$ cat src/rtl/wbp_pkg.sv
package wbp_pkg;
  localparam logic [3:0] CMD_PLAIN = 4'b0111;
  localparam logic [3:0] CMD_INVAL = 4'b1111;

  typedef enum logic {
    PL_IDLE,
    PL_RUN
  } pl_state_e;
endpackage

$ cat src/rtl/wbp_line_decode.sv
module wbp_line_decode #(
  parameter int CLS_W       = 8,
  parameter int MAX_LINE_DW = 128
) (
  input  logic [CLS_W-1:0] line_dw,
  input  logic             pci_mode,
  output logic             inval_en,
  output logic [CLS_W-1:0] line_mask
);
  logic pow2;

  always_comb begin
    pow2      = (line_dw != '0) && ((line_dw & (line_dw - 1'b1)) == '0);
    line_mask = line_dw - 1'b1;
    inval_en  = pci_mode && pow2 && (int'(line_dw) <= MAX_LINE_DW);
  end
endmodule

$ cat src/rtl/wbp_burst_calc.sv
module wbp_burst_calc
  import wbp_pkg::*;
#(
  parameter int DW_ADDR_W = 30,
  parameter int LEN_W     = 16,
  parameter int CLS_W     = 8
) (
  input  logic [DW_ADDR_W-1:0] cur_dw,
  input  logic [LEN_W-1:0]     remain,
  input  logic [CLS_W-1:0]     line_dw,
  input  logic [CLS_W-1:0]     line_mask,
  input  logic                 inval_en,
  output logic [3:0]           cmd,
  output logic [LEN_W-1:0]     len
);
  localparam int PADW = (LEN_W > CLS_W) ? LEN_W - CLS_W : 0;

  logic [CLS_W-1:0] offset;
  logic [CLS_W-1:0] to_edge;
  logic [LEN_W-1:0] to_edge_w;
  logic [LEN_W-1:0] mask_w;
  logic [LEN_W-1:0] whole;

  generate
    if (LEN_W > CLS_W) begin : g_wide
      assign to_edge_w = {{PADW{1'b0}}, to_edge};
      assign mask_w    = {{PADW{1'b0}}, line_mask};
    end else begin : g_narrow
      assign to_edge_w = to_edge[LEN_W-1:0];
      assign mask_w    = line_mask[LEN_W-1:0];
    end
  endgenerate

  always_comb begin
    offset  = cur_dw[CLS_W-1:0] & line_mask;
    to_edge = line_dw - offset;
    whole   = remain & ~mask_w;
    cmd     = CMD_PLAIN;
    len     = remain;
    if (inval_en) begin
      if (offset != '0) begin
        len = (remain < to_edge_w) ? remain : to_edge_w;
      end else if (whole != '0) begin
        cmd = CMD_INVAL;
        len = whole;
      end
    end
  end
endmodule

$ cat src/rtl/wr_burst_planner.sv
module wr_burst_planner
  import wbp_pkg::*;
#(
  parameter int ADDR_W      = 32,
  parameter int LEN_W       = 16,
  parameter int CLS_W       = 8,
  parameter int MAX_LINE_DW = 128
) (
  input  logic              clk,
  input  logic              rst_n,
  input  logic              req_valid,
  output logic              req_ready,
  input  logic [ADDR_W-1:0] req_addr,
  input  logic [LEN_W-1:0]  req_len,
  input  logic [CLS_W-1:0]  cfg_line_dw,
  input  logic              cfg_pci_mode,
  output logic              desc_valid,
  input  logic              desc_ready,
  output logic [3:0]        desc_cmd,
  output logic [ADDR_W-1:0] desc_addr,
  output logic [LEN_W-1:0]  desc_len,
  output logic              done
);
  localparam int DW_ADDR_W = ADDR_W - 2;
  localparam int PADW      = (DW_ADDR_W > LEN_W) ? DW_ADDR_W - LEN_W : 0;

  pl_state_e            state_q;
  logic [DW_ADDR_W-1:0] cur_dw_q;
  logic [LEN_W-1:0]     remain_q;
  logic [CLS_W-1:0]     line_q;
  logic                 pci_q;
  logic                 done_q;

  logic                 inval_en;
  logic [CLS_W-1:0]     line_mask;
  logic [3:0]           calc_cmd;
  logic [LEN_W-1:0]     calc_len;
  logic [DW_ADDR_W-1:0] step_dw;
  logic                 req_take;
  logic                 desc_take;

  wbp_line_decode #(
    .CLS_W       (CLS_W),
    .MAX_LINE_DW (MAX_LINE_DW)
  ) line_dec_i (
    .line_dw   (line_q),
    .pci_mode  (pci_q),
    .inval_en  (inval_en),
    .line_mask (line_mask)
  );

  wbp_burst_calc #(
    .DW_ADDR_W (DW_ADDR_W),
    .LEN_W     (LEN_W),
    .CLS_W     (CLS_W)
  ) calc_i (
    .cur_dw    (cur_dw_q),
    .remain    (remain_q),
    .line_dw   (line_q),
    .line_mask (line_mask),
    .inval_en  (inval_en),
    .cmd       (calc_cmd),
    .len       (calc_len)
  );

  generate
    if (DW_ADDR_W > LEN_W) begin : g_step_wide
      assign step_dw = {{PADW{1'b0}}, calc_len};
    end else begin : g_step_narrow
      assign step_dw = calc_len[DW_ADDR_W-1:0];
    end
  endgenerate

  assign req_ready  = (state_q == PL_IDLE);
  assign desc_valid = (state_q == PL_RUN);
  assign desc_cmd   = calc_cmd;
  assign desc_len   = calc_len;
  assign desc_addr  = {cur_dw_q, 2'b00};
  assign done       = done_q;
  assign req_take   = req_valid && req_ready;
  assign desc_take  = desc_valid && desc_ready;

  always_ff @(posedge clk) begin
    if (!rst_n) begin
      state_q  <= PL_IDLE;
      cur_dw_q <= '0;
      remain_q <= '0;
      line_q   <= '0;
      pci_q    <= 1'b0;
      done_q   <= 1'b0;
    end else begin
      done_q <= 1'b0;
      if (req_take) begin
        cur_dw_q <= req_addr[ADDR_W-1:2];
        remain_q <= req_len;
        line_q   <= cfg_line_dw;
        pci_q    <= cfg_pci_mode;
        if (req_len == '0) begin
          done_q <= 1'b1;
        end else begin
          state_q <= PL_RUN;
        end
      end else if (desc_take) begin
        cur_dw_q <= cur_dw_q + step_dw;
        remain_q <= remain_q - calc_len;
        if (remain_q == calc_len) begin
          state_q <= PL_IDLE;
          done_q  <= 1'b1;
        end
      end
    end
  end


  hold_under_stall_chk: assert property (@(posedge clk) disable iff (!rst_n)
    (desc_valid && !desc_ready) |=> (desc_valid && $stable(desc_cmd)
                                     && $stable(desc_addr) && $stable(desc_len)));


  inval_aligned_chk: assert property (@(posedge clk) disable iff (!rst_n)
    (desc_valid && desc_cmd == CMD_INVAL) |->
      (((desc_addr[CLS_W+1:2] & (line_q - 1'b1)) == '0)
       && ((desc_len[CLS_W-1:0] & (line_q - 1'b1)) == '0) && (desc_len != '0)));


  inval_pci_only_chk: assert property (@(posedge clk) disable iff (!rst_n)
    (desc_valid && desc_cmd == CMD_INVAL) |-> pci_q);


  busy_not_ready_chk: assert property (@(posedge clk) disable iff (!rst_n)
    desc_valid |-> !req_ready);


  done_single_chk: assert property (@(posedge clk) disable iff (!rst_n)
    done |=> !done);


  nonzero_len_chk: assert property (@(posedge clk) disable iff (!rst_n)
    desc_valid |-> (desc_len != '0));
endmodule

$ cat config.mk
export PLATFORM = sky130hd
export DESIGN_NAME = wr_burst_planner
export DESIGN_NICKNAME = d
export VERILOG_FILES = /design/src/rtl/wbp_pkg.sv /design/src/rtl/wbp_line_decode.sv /design/src/rtl/wbp_burst_calc.sv /design/src/rtl/wr_burst_planner.sv
export SDC_FILE = /design/constraint.sdc
export NUM_CORES = 1
export LEC_CHECK = 0
export BUFFER_PORTS_ARGS = -buffer_cell sky130_fd_sc_hd__buf_2
export CORE_MARGIN = 1.5
export CORE_UTILIZATION = 50
export DETAILED_ROUTE_END_ITERATION = 10
export PLACE_DENSITY = 0.78
export SETUP_SLACK_MARGIN = 0.5
export SYNTH_ARGS = -nofsm -noshare
export SYNTH_HDL_FRONTEND = slang
export SYNTH_SLANG_ARGS = --single-unit
$ cat constraint.sdc
create_clock -name clk -period 5.35 [get_ports clk]
set_input_delay 0.2675 -clock clk [delete_from_list [all_inputs] [get_ports clk]]
set_output_delay 0.2675 -clock clk [all_outputs]
set_load 0.02 [all_outputs]
### Word-level counts from Yosys, hierarchy flattened

Cells that the tools add are included.

* logic and storage cells: 51
* output and inout port bits: 55
* register bits after elaboration: 57

* bitwise logic cells: 5
* muxes and demuxes: 19
* magnitude comparators: 2
* add/sub/neg operators: 4
* equality and inequality tests: 2
* reductions and logical operators: 13

Operator list (count)
* $mux W16: 6
* $mux W30: 2
* $add A30 B16 Y30: 1
* $and A16 B16 Y16: 1
* $and A8 B8 Y8: 2
* $eq A16 B16 Y1: 1
* $logic_not A16 Y1: 1
* $lt A16 B8 Y1: 1
* $not A8 Y16: 1
* $reduce_bool A16 Y1: 1
* $reduce_bool A8 Y1: 2
* $sub A16 B16 Y16: 1
* $mux W4: 3
* $le A8 B8 Y1 const B: 1
* $logic_not A8 Y1: 1
* $mux W1: 8
* $sub A8 B1 Y8 const B: 1
* $sub A8 B8 Y8: 1
* $logic_and A1 B1 Y1: 5
* $reduce_bool A2 Y1: 2
* $reduce_and A3 Y1: 1
* $ne A2 B2 Y1 const B: 1
* $not A1 Y1: 1

### Longest topological paths before layout

* depth in word-level cells: 11
* gate-level depth with buffers: 31
* mapped depth without buffers: 29

### Cells and area by module

Synthesis repeated with hierarchy kept, for this count alone.

* cell total of the unflattened synthesis: 662
* area total of the unflattened synthesis: 5193.7 um^2

By module, submodules not included
* wr_burst_planner: times used 1, area each 4136.5 um^2, cells an instance 520, seq. area each 1141.1 um^2
* wbp_burst_calc: times used 1, area each 810.8 um^2, cells an instance 108, seq. area each 0.0 um^2
* wbp_line_decode: times used 1, area each 246.5 um^2, cells an instance 34, seq. area each 0.0 um^2

### Least setup slack after synthesis

No wires, ideal clock.

* path kind: reg-to-reg
* from: register line_q[0]
* to: register cur_dw_q[22]
* setup slack: -823 ps
* setup time: 74 ps
* period minus slack after synthesis: 6173 ps
* cell stages (with the launch flop): 31
* data arrival time: 6098 ps
* path buffers: 1
* cells stage by stage: dfxtp_1 buf_2 inv_1 ha_1 nand2_1 or3_1 ha_1 nand2b_1 ha_1 a21o_1 a41oi_1 xnor2_1 inv_1 ha_1 o21ai_0 nor2_1 nor3_1 nand2_1 o21bai_1 nor2_1 o2bb2ai_1 ha_1 inv_1 fa_1 nor2b_1 o31a_1 nor3_1 o21ai_2 a221oi_2 or4b_2 a31oi_1

* cells in the longest elaborated chain, start to end: 10
* elaborated cells on any way between the ends: 22
* those cells by class: add/sub (3); order compare (2); mux (6); bitwise (4); reduce/logical (7)

Ends and longest elaborated chain
* start, declared: line wr_burst_planner.sv:30 `logic [CLS_W-1:0] line_q;`
* start signal, assigned: line wr_burst_planner.sv:96 `line_q <= cfg_line_dw;`
* $sub A8 B1 Y8: line wbp_line_decode.sv:13, wbp_line_decode.sv:14
* $and A8 B8 Y8 (tied with other cells): line wbp_burst_calc.sv:35 `offset = cur_dw[CLS_W-1:0] & line_mask;`
* $sub A8 B8 Y8 (tied with other cells): line wbp_burst_calc.sv:36 `to_edge = line_dw - offset;`
* $lt A16 B8 Y1 (tied with other cells): line wbp_burst_calc.sv:42 `len = (remain < to_edge_w) ? remain : to_edge_w;`
* $mux W16 (tied with other cells): line wbp_burst_calc.sv:42
* $mux W16 / $logic_and A1 B1 Y1 (equally long branches): line wbp_burst_calc.sv:41, wbp_line_decode.sv:15
* $mux W16 *: line wbp_burst_calc.sv:40 `if (inval_en) begin`
* via desc_len[0]: line wr_burst_planner.sv:21 `output logic [LEN_W-1:0] desc_len,`
* $add A30 B16 Y30 *: line wr_burst_planner.sv:104 `cur_dw_q <= cur_dw_q + step_dw;`
* $mux W30 *: line wr_burst_planner.sv:103 `end else if (desc_take) begin`
* $mux W30 *: line wr_burst_planner.sv:93 `if (req_take) begin`
* end signal, assigned: line wr_burst_planner.sv:94 `cur_dw_q <= req_addr[ADDR_W-1:2];`
* end signal, assigned: line wr_burst_planner.sv:104
* end, declared: line wr_burst_planner.sv:28 `logic [DW_ADDR_W-1:0] cur_dw_q;`

Mark *: on every way through the listed nets, which the timed path passes. The rest lies on a longest branch. The select of a mux whose other input is x is not followed.
A chain may end at the register's enable or synchronous reset.

### Worst setup path in the final report

* from: register line_q[0]
* to: register cur_dw_q[28]

* cells in the longest elaborated chain, start to end: 10
* elaborated cells on any way between the ends: 22
* those cells by class: add/sub (3); order compare (2); mux (6); bitwise (4); reduce/logical (7)

Ends and longest elaborated chain (line)
* $sub A8 B1 Y8: wbp_line_decode.sv:13, wbp_line_decode.sv:14
* $and A8 B8 Y8 (tied with other cells): wbp_burst_calc.sv:35
* $sub A8 B8 Y8 (tied with other cells): wbp_burst_calc.sv:36
* $lt A16 B8 Y1 (tied with other cells): wbp_burst_calc.sv:42
* $mux W16 (tied with other cells): wbp_burst_calc.sv:42
* $mux W16 / $logic_and A1 B1 Y1 (equally long branches): wbp_burst_calc.sv:41, wbp_line_decode.sv:15
* $mux W16 *: wbp_burst_calc.sv:40
* $add A30 B16 Y30 *: wr_burst_planner.sv:104
* $mux W30 *: wr_burst_planner.sv:103
* $mux W30 *: wr_burst_planner.sv:93

Mark *: on every way between the ends. The rest lies on a longest branch, timed or not. The select of a mux whose other input is x is not followed.

==> impl_results.md <==
- Fin. Hold Viols: 0
- Arrival time at the worst endpoint: between 5 and 6 ns
- GRT Total Usage: 0.366
- NumNets Final: approximately 1k
- # port buffers: about 110
- Most used cell along the critical path: ha_4
- GRT met3 Usage: 0.0620
- Post-Synth Simple-Gate Area: 0.214
- Drt initial violations: roughly 860
- Initial antenna violation count: 0
- Clock sinks: 57
- Pins Over Slew Limit: 0
- WS Path Type: reg2reg
- Worst Hold End: line_q[1]
- FP Rows: 36
- Fmax: about 180 MHz
- Hold Path Class: in2reg
- Mux share of post-synthesis cell area: 0.0123
- Final setup fails: 27
- Avg Synthesized Cell Area: ~7.7 µm²
- Met2 Track Usage GR: 0.612
- First-pass GRT wire length: between 30000 and 40000 µm
- Post-synthesis adder-cell area fraction: 0.130
- Starting Density: 0.520
- Total Routed Length: 23400 µm
- Vias in the first global route: 6499
- DRT antenna net count: 0
- Longest Clk Path Bufs: 2
- Full die area: 0.0108 mm²
- Synth async-reset ratio: 0
- Final worst path period share: 1.06
- Worst Path Required: roughly 5.6 ns
- H-tree levels: 3
- Fin worst setup slack: -0.302 ns
- CTS root buf: clkbuf_8
- Compound-gate portion of the synthesized area: 0.309
- Residual DRC: 0
- Reg2reg path depth: 29
- Number of synthesized register bits: 57
- Post-synth cell types: 71
- WHS Path Cells: 3
- Area contributors post-synth: dfxtp_1, ha_1, nand2_1, a21oi_1, a22oi_1
- Sequential area share after synthesis: 0.223
- ANT cells: 0
- Clock slew at reported path FFs: around 0.080 ns
- Final Non-Filler Cells: about 1.0k
- Drt wl/cell: roughly 23 µm
- Main combinational cell family by area after synthesis: compound AO/OA/AOI/OAI gates
- CTS tree: done
- Measured slew at the worst slew-check pin: a little over 1 ns
- Clock latency on the worst-skew pair: roughly 0.36 ns
- Reg-to-Reg Start: line_q[0]
- Syn Inst Count: ~660
- HPWL after DPL: roughly 14000 µm
- Worst-path maximum fanout: 7
- TritonRoute pass-1 iters: 9
- Max-cap violations: 0
- Yosys warnings: 0
- Most frequent cells in the layout: buf_2, buf_4, nand2_1, dfxtp_1, nor2_1
- Post-Place Cells: around 970
- Leakage: between 3 and 4 nW
- Minimum clock period: approximately 5.7 ns
- Tot Pwr: 2.81 mW
- Largest net degree at the start of global routing: 51
- CP Capture Type: flip-flop
- Pwr Density: 342 mW/mm²
- Fillers: between 500 and 600
- CP peak stage delay: 0.36 ns
- Final TNS setup: -4.50 ns
- Mean number of vias per cell: between 6 and 7
- Top_reg_cell synth: dfxtp_1
- Flop-to-flop setup slack: -0.30 ns
- Startpoint class of the critical path: flip-flop
- Synth-to-Final Area Change: 60.9%
- Final Skew: between 0.01 and 0.015 ns
- GP Congestion: between 0.9 and 1
- EDFF count, synth: 0
- I/O pin count: ~120
- Mapped cell area: between 0.005 and 0.006 mm²
- Post-place setup slack: -0.239 ns
- Worst VDD drop: roughly 0.00027 V
- Rel. slew slack: 0.320
- Critical path's slowest cell: dfxtp_4
- Status: complete, but fails checks
- HP Start: cfg_line_dw[1]
- Remaining Overflow, GRT: 0
- Synth top area share: 0.223
- DIE WIDTH: around 100 µm
- Post-Synth XOR/XNOR Area: 0.0566
- CTS Buf Count: 9
- Die Ht: about 100 µm
- Yosys top cell by area: dfxtp_1
- Core area: 0.00982 mm²
- DR vias: 6863
- Finished Core Util: 0.837
- R2r endpoint: cur_dw_q[28]
- GRT Max-Usage Layer: met2
- Unrepaired setup endpoints after global routing: true
- Share of layout cells above drive strength 1: 0.469
- Met1 Use GR: 0.431
- Failing checks: setup timing
layer usage:
layer | vias up | part of all wire
li1 | 2926 | -
met3 | 207 | 0.097
met2 | 560 | 0.46
met5 | - | 0
met4 | 0 | 0.085
met1 | 3170 | 0.35
worst max-delay path by stage:
| stage | cells after the start | start | to |
|---|---|---|---|
| 2_1_floorplan | 29 | line_q[0] | cur_dw_q[22] |
| 3_3_place_gp | 30 | line_q[1] | cur_dw_q[22] |
| 3_5_place_dp | 29 | line_q[1] | cur_dw_q[25] |
| 4_1_cts | 30 | line_q[0] | remain_q[12] |
| 5_1_grt | 30 | line_q[0] | cur_dw_q[28] |
| 6_report | 29 | line_q[0] | cur_dw_q[28] |
critical path, delay by kind of cell, from the launching register on:
family	cells	cell delay (ns)
AO/OA/AOI/OAI	9	1.94
buffers and inverters	7	0.82
flip-flops	1	0.36
adder cells (fa/ha/maj)	5	1.22
XOR/XNOR	1	0.17
AND/OR/NAND/NOR	7	1.02
sequential cells by signal (all words and copies together), names as in the netlist:
| signal | cells |
|---|---|
| remain_q | 16 |
| cur_dw_q | 30 |
| pci_q | 1 |
| desc_valid | 1 |
| line_q | 8 |
| done | 1 |
power by group:
part	leakage [nW]	switching (mW)	internal, mW
clock network	0.115	0.199	0.286
registers	0.471	0.0746	0.470
logic	2.99	0.931	0.851
total	3.58	1.20	1.61
synthesized netlist by cell type (3+ instances only):
cell type / number
buf_1: 4
o21bai_1: 6
inv_1: 31
o22ai_1: 13
dfxtp_1: 57
nand2b_1: 10
nor3_1: 14
nand4_1: 6
nor2b_1: 12
a221oi_1: 8
a211oi_1: 8
or4_1: 4
nand2_1: 74
a22oi_1: 30
nor4_1: 10
nand3_1: 14
or3_1: 3
a31oi_1: 11
nor2_1: 46
o21a_1: 19
xor2_1: 13
and2b_1: 3
a21o_1: 13
ha_1: 50
o21ai_0: 32
a21oi_1: 45
buf_2: 4
xnor2_1: 20
mux2i_1: 4
a22o_1: 5
and2_1: 4
and3_1: 6
clkbuf_1: 21
buf_4: 5
o211ai_1: 6
o31a_1: 4
cells by family (layout without fill, tap and decap cells):
group | Yosys count | in the layout
other | 2 | 5
adders and majority gates | 52 | 52
xor gates and xnor gates | 33 | 33
buffers and inverters | 65 | 295
muxes | 6 | 6
AOI/OAI and AO/OA | 229 | 229
and+or+nand+nor | 220 | 220
DFF | 57 | 57
timing repair:
| action | CTS | global route |
|---|---|---|
| setup endpoints to repair | 39 | 44 |
| setup buffers | 27 | 16 |
| pin swaps | 53 | 62 |
| resized for setup | 120 | 80 |
| hold buffers | 0 | 0 |
per-stage QoR:
step	cell area [µm²]	hold slack, ns
CTS	7670	0.135
global placement	6610	0.441
floorplan	5320	0.396
finish	8210	0.135
detailed placement	6610	0.477
global route	8210	0.158
layout make-up:
cell class	count	area [µm²]	share of cell area
clock inverters	5	77.6	0.00944
inverters	31	119	0.0145
well taps	133	166	0.0203
multi-input cells	545	4820	0.587
clock buffers	11	151	0.0184
flip-flops and latches	57	1150	0.140
repair buffers	248	1730	0.211
Power figures use the tool's default switching activity.
